`src/rtl/rsw_pkg.sv`:
```
// Shared types for the route search switch.
// Assumes no cell has more than 2**SEL_MAX sink-side ports.
package rsw_pkg;
    localparam int SEL_MAX = 4;

    // State kept for one parent-side link.
    typedef struct packed {
        logic               occ;   // link is set for some net
        logic               lock;  // link belongs to a protected net
        logic               mine;  // claimed during the current net
        logic [SEL_MAX-1:0] sel;   // sink-side port it is connected to
    } link_st_t;

    // One-hot decode of a port index into an NDN-wide mask.
    function automatic logic [15:0] port_mask(input logic [SEL_MAX-1:0] idx);
        logic [15:0] m;
        m = '0;
        m[idx] = 1'b1;
        return m;
    endfunction
endpackage

```
`src/rtl/rsw_delay.sv`:
```
// Token latency stage for one parent link.
// Forwards a fast candidate after 1 cycle and a slow (conflicting)
// candidate after DEPTH cycles. Assumes DEPTH >= 2.
module rsw_delay #(
    parameter int DEPTH = 3
) (
    input  logic clk,
    input  logic rst_n,
    input  logic fast_cand,
    input  logic slow_cand,
    output logic tok_out
);
    logic             fast_q;
    logic [DEPTH-1:0] slow_sr;

    // Register the fast path: one cycle of latency.
    always_ff @(posedge clk) begin
        if (!rst_n) fast_q <= 1'b0;
        else        fast_q <= fast_cand;
    end

    // Shift the slow path through DEPTH stages.
    always_ff @(posedge clk) begin
        if (!rst_n) slow_sr <= '0;
        else        slow_sr <= {slow_sr[DEPTH-2:0], slow_cand};
    end

    // Merge the two paths onto the link output.
    always_comb tok_out = fast_q | slow_sr[DEPTH-1];

    // a fast candidate always shows up on the next cycle.
    p_fast_latency_r2: assert property (@(posedge clk) disable iff (!rst_n)
        fast_cand |=> tok_out);
endmodule

```
`src/rtl/rsw_link.sv`:
```
// State and candidate classification for one parent-side link.
// Holds occupancy, port setting, protection and claim bit.
// Assumes alloc_port < NDN.
module rsw_link
    import rsw_pkg::*;
#(
    parameter int NDN = 2,
    parameter int PW  = 1
) (
    input  logic           clk,
    input  logic           rst_n,
    input  logic [NDN-1:0] srch_in,
    input  logic           srch_clean,
    input  logic           alloc,
    input  logic [PW-1:0]  alloc_port,
    input  logic           alloc_lock,
    input  logic           rel,
    input  logic           new_net,
    output logic           fast_cand,
    output logic           slow_cand,
    output logic           reuse_q
);
    link_st_t       st;
    logic [NDN-1:0] sel_mask;
    logic           tok_match;
    logic           tok_other;
    logic [15:0]    full_mask;

    // Decode the stored port into a mask over the sink-side ports.
    always_comb begin
        full_mask = port_mask(st.sel);
        sel_mask  = full_mask[NDN-1:0];
        tok_match = |(srch_in & sel_mask);
        tok_other = |(srch_in & ~sel_mask);
    end

    // Classify the token: free or agreeing is fast, conflicting is slow.
    always_comb begin
        if (!st.occ) begin
            fast_cand = |srch_in;
            slow_cand = 1'b0;
        end else begin
            fast_cand = tok_match;
            slow_cand = tok_other && !tok_match && !st.lock;
        end
    end

    // Update link state; an allocate wins over release and new-net.
    always_ff @(posedge clk) begin
        if (!rst_n) begin
            st <= '0;
        end else if (alloc) begin
            st.occ  <= 1'b1;
            st.lock <= alloc_lock;
            st.mine <= 1'b1;
            st.sel  <= SEL_MAX'(alloc_port);
        end else begin
            if (rel) begin
                st.occ  <= 1'b0;
                st.lock <= 1'b0;
            end
            if (new_net) st.mine <= 1'b0;
        end
    end

    // Report a reusable path of the current net.
    always_ff @(posedge clk) begin
        if (!rst_n) reuse_q <= 1'b0;
        else        reuse_q <= st.occ && st.mine && tok_match && srch_clean;
    end

    p_alloc_sets_r6: assert property (@(posedge clk) disable iff (!rst_n)
        alloc |=> (st.occ && st.mine && st.lock == $past(alloc_lock)));

    p_newnet_clears_r8: assert property (@(posedge clk) disable iff (!rst_n)
        (new_net && !alloc) |=> !st.mine);

    p_reuse_needs_claim_r9: assert property (@(posedge clk) disable iff (!rst_n)
        reuse_q |-> $past(st.mine && st.occ));

    p_lock_blocks_r5: assert property (@(posedge clk) disable iff (!rst_n)
        (st.occ && st.lock) |-> !slow_cand);

    p_release_frees_r10: assert property (@(posedge clk) disable iff (!rst_n)
        (rel && !alloc) |=> (!st.occ && !st.lock));
endmodule

```
`src/rtl/rsw_cell.sv`:
```
// Route search switch cell: NDN sink-side ports, NUP parent links.
// A token on a sink-side port is forwarded up each link with latency
// 1 (free or agreeing) or PENALTY (conflicting, unprotected). An
// allocate pulse latches the link and is passed down one cycle later.
// Assumes at most one alloc_in bit is high per cycle.
module rsw_cell #(
    parameter int NDN     = 2,
    parameter int NUP     = 2,
    parameter int PENALTY = 3,
    localparam int PW     = (NDN > 1) ? $clog2(NDN) : 1
) (
    input  logic           clk,
    input  logic           rst_n,
    input  logic [NDN-1:0] srch_in,
    input  logic           srch_clean,
    input  logic [NUP-1:0] alloc_in,
    input  logic [PW-1:0]  alloc_port,
    input  logic           alloc_lock,
    input  logic [NUP-1:0] rel_in,
    input  logic           new_net,
    output logic [NUP-1:0] up_tok,
    output logic [NUP-1:0] reuse_out,
    output logic [NDN-1:0] alloc_out
);
    logic [NUP-1:0] fast_c;
    logic [NUP-1:0] slow_c;

    // One link state and one latency stage per parent link.
    for (genvar u = 0; u < NUP; u++) begin : g_link
        rsw_link #(.NDN(NDN), .PW(PW)) u_link (
            .clk        (clk),
            .rst_n      (rst_n),
            .srch_in    (srch_in),
            .srch_clean (srch_clean),
            .alloc      (alloc_in[u]),
            .alloc_port (alloc_port),
            .alloc_lock (alloc_lock),
            .rel        (rel_in[u]),
            .new_net    (new_net),
            .fast_cand  (fast_c[u]),
            .slow_cand  (slow_c[u]),
            .reuse_q    (reuse_out[u])
        );
        rsw_delay #(.DEPTH(PENALTY)) u_dly (
            .clk       (clk),
            .rst_n     (rst_n),
            .fast_cand (fast_c[u]),
            .slow_cand (slow_c[u]),
            .tok_out   (up_tok[u])
        );
    end

    // Forward an allocate pulse down to the chosen sink-side port.
    always_ff @(posedge clk) begin
        if (!rst_n) begin
            alloc_out <= '0;
        end else begin
            alloc_out <= '0;
            if (|alloc_in) alloc_out[alloc_port] <= 1'b1;
        end
    end

    p_alloc_onehot_r7: assert property (@(posedge clk) disable iff (!rst_n)
        $onehot0(alloc_out));

    p_alloc_follows_r7: assert property (@(posedge clk) disable iff (!rst_n)
        (|alloc_in) |=> alloc_out[$past(alloc_port)]);

    p_quiet_r1: assert property (@(posedge clk) disable iff (!rst_n)
        (alloc_out != '0) |-> $past(|alloc_in));
endmodule

```
`config.mk`:
```
export PLATFORM = sky130hd
export DESIGN_NAME = rsw_cell
export DESIGN_NICKNAME = d
export VERILOG_FILES = /design/src/rtl/rsw_pkg.sv /design/src/rtl/rsw_delay.sv /design/src/rtl/rsw_link.sv /design/src/rtl/rsw_cell.sv
export SDC_FILE = /design/constraint.sdc
export NUM_CORES = 1
export LEC_CHECK = 0
export BUFFER_PORTS_ARGS = -buffer_cell sky130_fd_sc_hd__buf_4
export CAP_MARGIN = 20
export CELL_PAD_IN_SITES_DETAIL_PLACEMENT = 0
export CELL_PAD_IN_SITES_GLOBAL_PLACEMENT = 1
export CORE_UTILIZATION = 40
export DETAILED_ROUTE_END_ITERATION = 6
export PLACE_DENSITY_LB_ADDON = 0.08
export SLEW_MARGIN = 25
export SYNTH_ARGS = -nofsm -noshare
export SYNTH_HDL_FRONTEND = slang
export SYNTH_HIERARCHICAL = 1
export SYNTH_SLANG_ARGS = --single-unit
```
`constraint.sdc`:
```
create_clock -name clk -period 2.2 [get_ports clk]
set_input_delay 0.22 -clock clk [delete_from_list [all_inputs] [get_ports clk]]
set_output_delay 0.22 -clock clk [all_outputs]
set_load 0.01 [all_outputs]
```
After elaboration in Yosys (flattened, before gate mapping) --
Cells that the tools add are included. Widths: inputs -> output; s select.
Cells by class: order comparisons 6, mux-type cells 13, bitwise gates (word level) 8, reduce and logical (&&, ||, !) cells 30
Operators with widths (count):
- $logic_and 1x1->1 | 13
- $reduce_or 2->1 | 6
- $lt 1x5->1 const B | 2
- $and 2x2->2 | 4
- $reduce_bool 2->1 | 4
- $mux 1 | 6
- $mux 3 | 2
- $reduce_and 2->1 | 3
- $logic_not 1->1 | 4
- $mux 2 | 2
- $not 2->2 | 2
- $demux 1 s1 | 3
- $ge 1x1->1 const B | 3
- $lt 1x2->1 const B | 1
- $or 1x1->1 | 2
Word-level totals: register bits after elaboration 20, input port bits 12, output and inout bits 6, logic and storage cells 74

Logic depth before layout (Yosys ltp) --
depth in word-level cells 9, depth in mapped cells 3, gate-level depth less buffers 3

By module --
Netlist, hierarchy kept.
Modules (own cells, without submodules):
- rsw_link | instances 2, cells each 23, area an instance 220.2 µm², seq. area each 100.1 µm²
- rsw_delay | instances 2, cells each 9, area an instance 111.4 µm², seq. area each 80.1 µm²
- rsw_cell | instances 1, cells each 6, area an instance 60.1 µm², seq. area each 40.0 µm²

Worst setup path after synthesis --
Ideal clock, no wire load.
kind register to register, start register g_link[0].u_link/st[0] (netlist bit), end register g_link[0].u_dly.slow_sr[0], library setup time 0.059 ns, data arrival time 0.892 ns, required time 2.141 ns, path slack 1.249 ns, cell stages (with the launch flop) 4, path buffers 0, period minus slack after synthesis 0.951 ns, cell sequence dfxtp_1 -> or3b_1 -> a21oi_1 -> and2_1
On the way: word-level cells in the longest chain between the ends 9, elaborated cells on any way between the ends 13, classes of those cells order compare (2); mux (2); bitwise (3); reduce/logical (6)
Ends and longest elaborated chain:
- start: declaration | RTL line rsw_link.sv:23 | link_st_t st;
- $lt 1x5->1 (not written as such) or $ge 1x1->1 (tied branches) | RTL line rsw_pkg.sv:18 | m[idx] = 1'b1;
- $logic_and 1x1->1 (not written as such) | RTL line rsw_pkg.sv:18
- $mux 1 (not written as such) | RTL line rsw_pkg.sv:18
- $demux 1 s1 *
- $and 2x2->2 or $not 2->2 (tied branches) | RTL line rsw_link.sv:33, rsw_link.sv:34
- $reduce_or 2->1 or $and 2x2->2 (tied branches) | RTL line rsw_link.sv:33, rsw_link.sv:34
- $logic_not 1->1 or $reduce_or 2->1 (tied branches) | RTL line rsw_link.sv:44, rsw_link.sv:34
- $logic_and 1x1->1 * (2 in series) | RTL line rsw_link.sv:44 | slow_cand = tok_other && !tok_match && !st.lock;
- end signal: assignment | RTL line rsw_delay.sv:25 | else slow_sr <= {slow_sr[DEPTH-2:0], slow_cand};
- end: declaration | RTL line rsw_delay.sv:14 | logic [DEPTH-1:0] slow_sr;
Every way passes the cells marked *; elsewhere a longest branch is shown, timed or not. A chain may end at the register's enable or synchronous reset.

Worst setup path after layout --
start register g_link[1].u_dly.slow_sr[2], end output up_tok[1]
On the way: word-level cells in the longest chain between the ends 1
Ends and longest elaborated chain:
- start: declaration | RTL line rsw_delay.sv:14
- start signal: assignment | RTL line rsw_delay.sv:25
- $or 1x1->1 | RTL line rsw_delay.sv:29 | always_comb tok_out = fast_q | slow_sr[DEPTH-1];
- end: declaration | RTL line rsw_cell.sv:21 | output logic [NUP-1:0] up_tok,
Every way passes these cells.

==> flow_summary_export.csv <==
group,metric,value,unit
global_route,antenna_found_initial,0,
sta,report.final.slew_viol_count,0,
floorplan,fp.dieW,44.5,um
placed_design,placed_area,882,um2
global_route,top_usage_layer,"met2",
synth,synthCells,70,
status,outcome,"complete, no violations",
critical_path,regToRegStartpoint,"g_link[1].u_link/st[0]",
detailed_routing,dr.pass1.iters,2,
sta,finalSetupViolCount,0,
min_path,worstHoldEndpoint,"alloc_out[0]",
placed_design,place_congestion,0.632,
sta,max_freq,855,MHz
critical_path,r2r-end,"g_link[1].u_dly/slow_sr[0]",
sta,rsz0062_at_grt,"false",
critical_path,r2r_slack,1180,ps
critical_path,start_kind,"flop",
synth,syn_avg_cell_area,10.3,um2
layout,layout_commonest_cell,"dfxtp_1",
floorplan,io_pins,18,
pwr,p_leak,0.383,nW
critical_path,worstRegToRegCells,3,
layout,mostFrequentLayoutCells,"20 x dfxtp_1, 17 x buf_4, 8 x and2_1",
global_route,first_global_vias,433,
detailed_routing,wl,1150,um
sta,finalClockSkew,6.88,ps
pwr,ir_drop,326,uV
min_path,worstHoldPathType,"primary input to flop",
sta,hold_viol,0,
global_route,grt_use_met1,15.9,%
sta,timing.setup.tns,0,ps
placed_design,hpwl,812,um
floorplan,start_util,42.3,%
placed_design,io_buffers,17,
detailed_routing,vias,509,
clocking,cts_tree,"done",
global_route,grt-ovfl-total,0,
global_route,grt_use_total,13.1,%
min_path,min_path_cells,2,
global_route,grtUsageMet2,20.0,%
clocking,post_cts_resized,0,
critical_path,critPathArrivalTime,950,ps
flow_run,max-cap-violations,0,
critical_path,cp.required,1980,ps
sta,slew-limit-headroom,87.1,%
layout,antenna_cells,0,
clocking,ctsLongestPathBuffers,2,
critical_path,worstSetupPathType,"flop to output pin",
layout,instances_no_fill,115,
pwr,total_power,0.619,mW
critical_path,end_kind,"output pin",
layout,syn_to_final_growth,25.1,%
floorplan,die-area,1980,um2
floorplan,die-height,44.5,um
layout,final_util,53.0,%
clocking,clockRootBuffer,"clkbuf_4",
layout,drive_gt1_share,23.3,%
clocking,hold_buffers,0,
sta,fin_ws,1030,ps
layout,fin_area,905,um2
synth,yosysSeqAreaShare,55.4,%
clocking,cts_setup_buffers,0,
synth,synth_area,723,um2
critical_path,cp_max_fo,1,
synth,ys_ff_latch,20,
clocking,clkSinkCount,20,
detailed_routing,drt_iter0_markers,7,
sta,holdWs,114,ps
clocking,clk_pin_slew,110,ps
min_path,hold_start,"alloc_port",
synth,syn_nets,82,
detailed_routing,drcViolationCount,0,
detailed_routing,via_per_inst,4.43,
layout,fill_cells,157,
layout,final_nets,104,
pwr,power.density,684,nW/um2
detailed_routing,wl_per_cell,9.98,um
synth,synth_cell_types,16,
sta,worstMarginPinSlew,188,ps
clocking,clk_latency,290,ps
global_route,grt_pass1_wl,1800,um
synth,ys_warn_count,6,
sta,fin_crit_sh,53.1,%
global_route,use_met3,2.45,%
detailed_routing,ant_nets,0,
floorplan,fp.coreArea,1710,um2
placed_design,dpl.cell_count,112,
sta,fin_crit,1170,ps
critical_path,cp-startpoint,"g_link[1].u_dly/slow_sr[2]",
clocking,htree_levels,1,
global_route,grt_max_degree,20,
clocking,cts_buffers,3,
floorplan,rows,15,
placed_design,preCtsSetupSlack,1200,ps
==> power by group <==
| group | switching, mW | total (mW) | leakage [nW] | internal, mW |
|---|---|---|---|---|
| Combinational | 0.0300 | 0.0693 | 0.205 | 0.0393 |
| Clock | 0.102 | 0.165 | 0.0138 | 0.0636 |
| Sequential | 0.00729 | 0.384 | 0.164 | 0.377 |
| Total | 0.139 | 0.619 | 0.383 | 0.480 |
==> flip-flops by register name (all words and copies together) (netlist names) <==
register / cells
g_link.u_link/st: 8
g_link.u_dly/slow_sr: 6
alloc_out: 2
g_link.u_dly/fast_q: 2
g_link.u_link/reuse_q: 2
==> synth_stat cells <==
master	number	share of area, %
mux2i_1	4	5.5
or3b_1	4	4.8
nor2_1	6	3.1
inv_1	1	0.52
nand2b_1	2	1.7
and2_1	8	6.9
o21a_1	4	4.2
nand4_1	2	1.7
nand2_1	2	1.0
nand3b_1	2	2.1
dfxtp_1	20	55
a21oi_1	4	2.8
or2_1	2	1.7
nor2b_1	6	5.2
a21boi_1	2	2.1
o21ai_2	1	1.2
==> routing by layer <==
metal  vias to the layer above  share of wire [%]
met3                         2                3.3
met5                         -                  0
li1                        277                  -
met2                        11                 44
met1                       219                 51
met4                         0                1.0
==> cell type report <==
type / count / area, um2 / area share (%)
inverter: 1 / 3.75 / 0.415
multi-input combinational: 49 / 319 / 35.3
timing repair buffer: 17 / 128 / 14.1
tap: 25 / 31.3 / 3.46
clock buffer: 3 / 22.5 / 2.49
sequential: 20 / 400 / 44.3
==> critical path, stage by stage (launching register included) <==
cell and delay (ps):
dfxtp_1 310, or2_1 210, buf_4 140
==> logic make-up (layout without fill, tap and decap cells) <==
family	after synthesis	count (layout)	share of synthesized area, %
AOI/OAI and AO/OA	11	11	10.2
buffers and inverters	1	21	0.519
DFF	20	20	55.4
and+or+nand+nor	34	34	28.4
muxes	4	4	5.54
==> worst max-delay path by stage <==
| stage | cells after the start | slack, ps | endpoint |
|---|---|---|---|
| 2_1_floorplan | 3 | 1250 | g_link[0].u_dly/slow_sr[0] |
| 3_3_place_gp | 4 | 1210 | g_link[0].u_dly/slow_sr[0] |
| 3_5_place_dp | 4 | 1200 | g_link[1].u_dly/slow_sr[0] |
| 4_1_cts | 2 | 1020 | up_tok[1] |
| 5_1_grt | 2 | 990 | up_tok[0] |
| 6_report | 2 | 1030 | up_tok[1] |
Note: power is estimated with default switching activity, not from simulation.
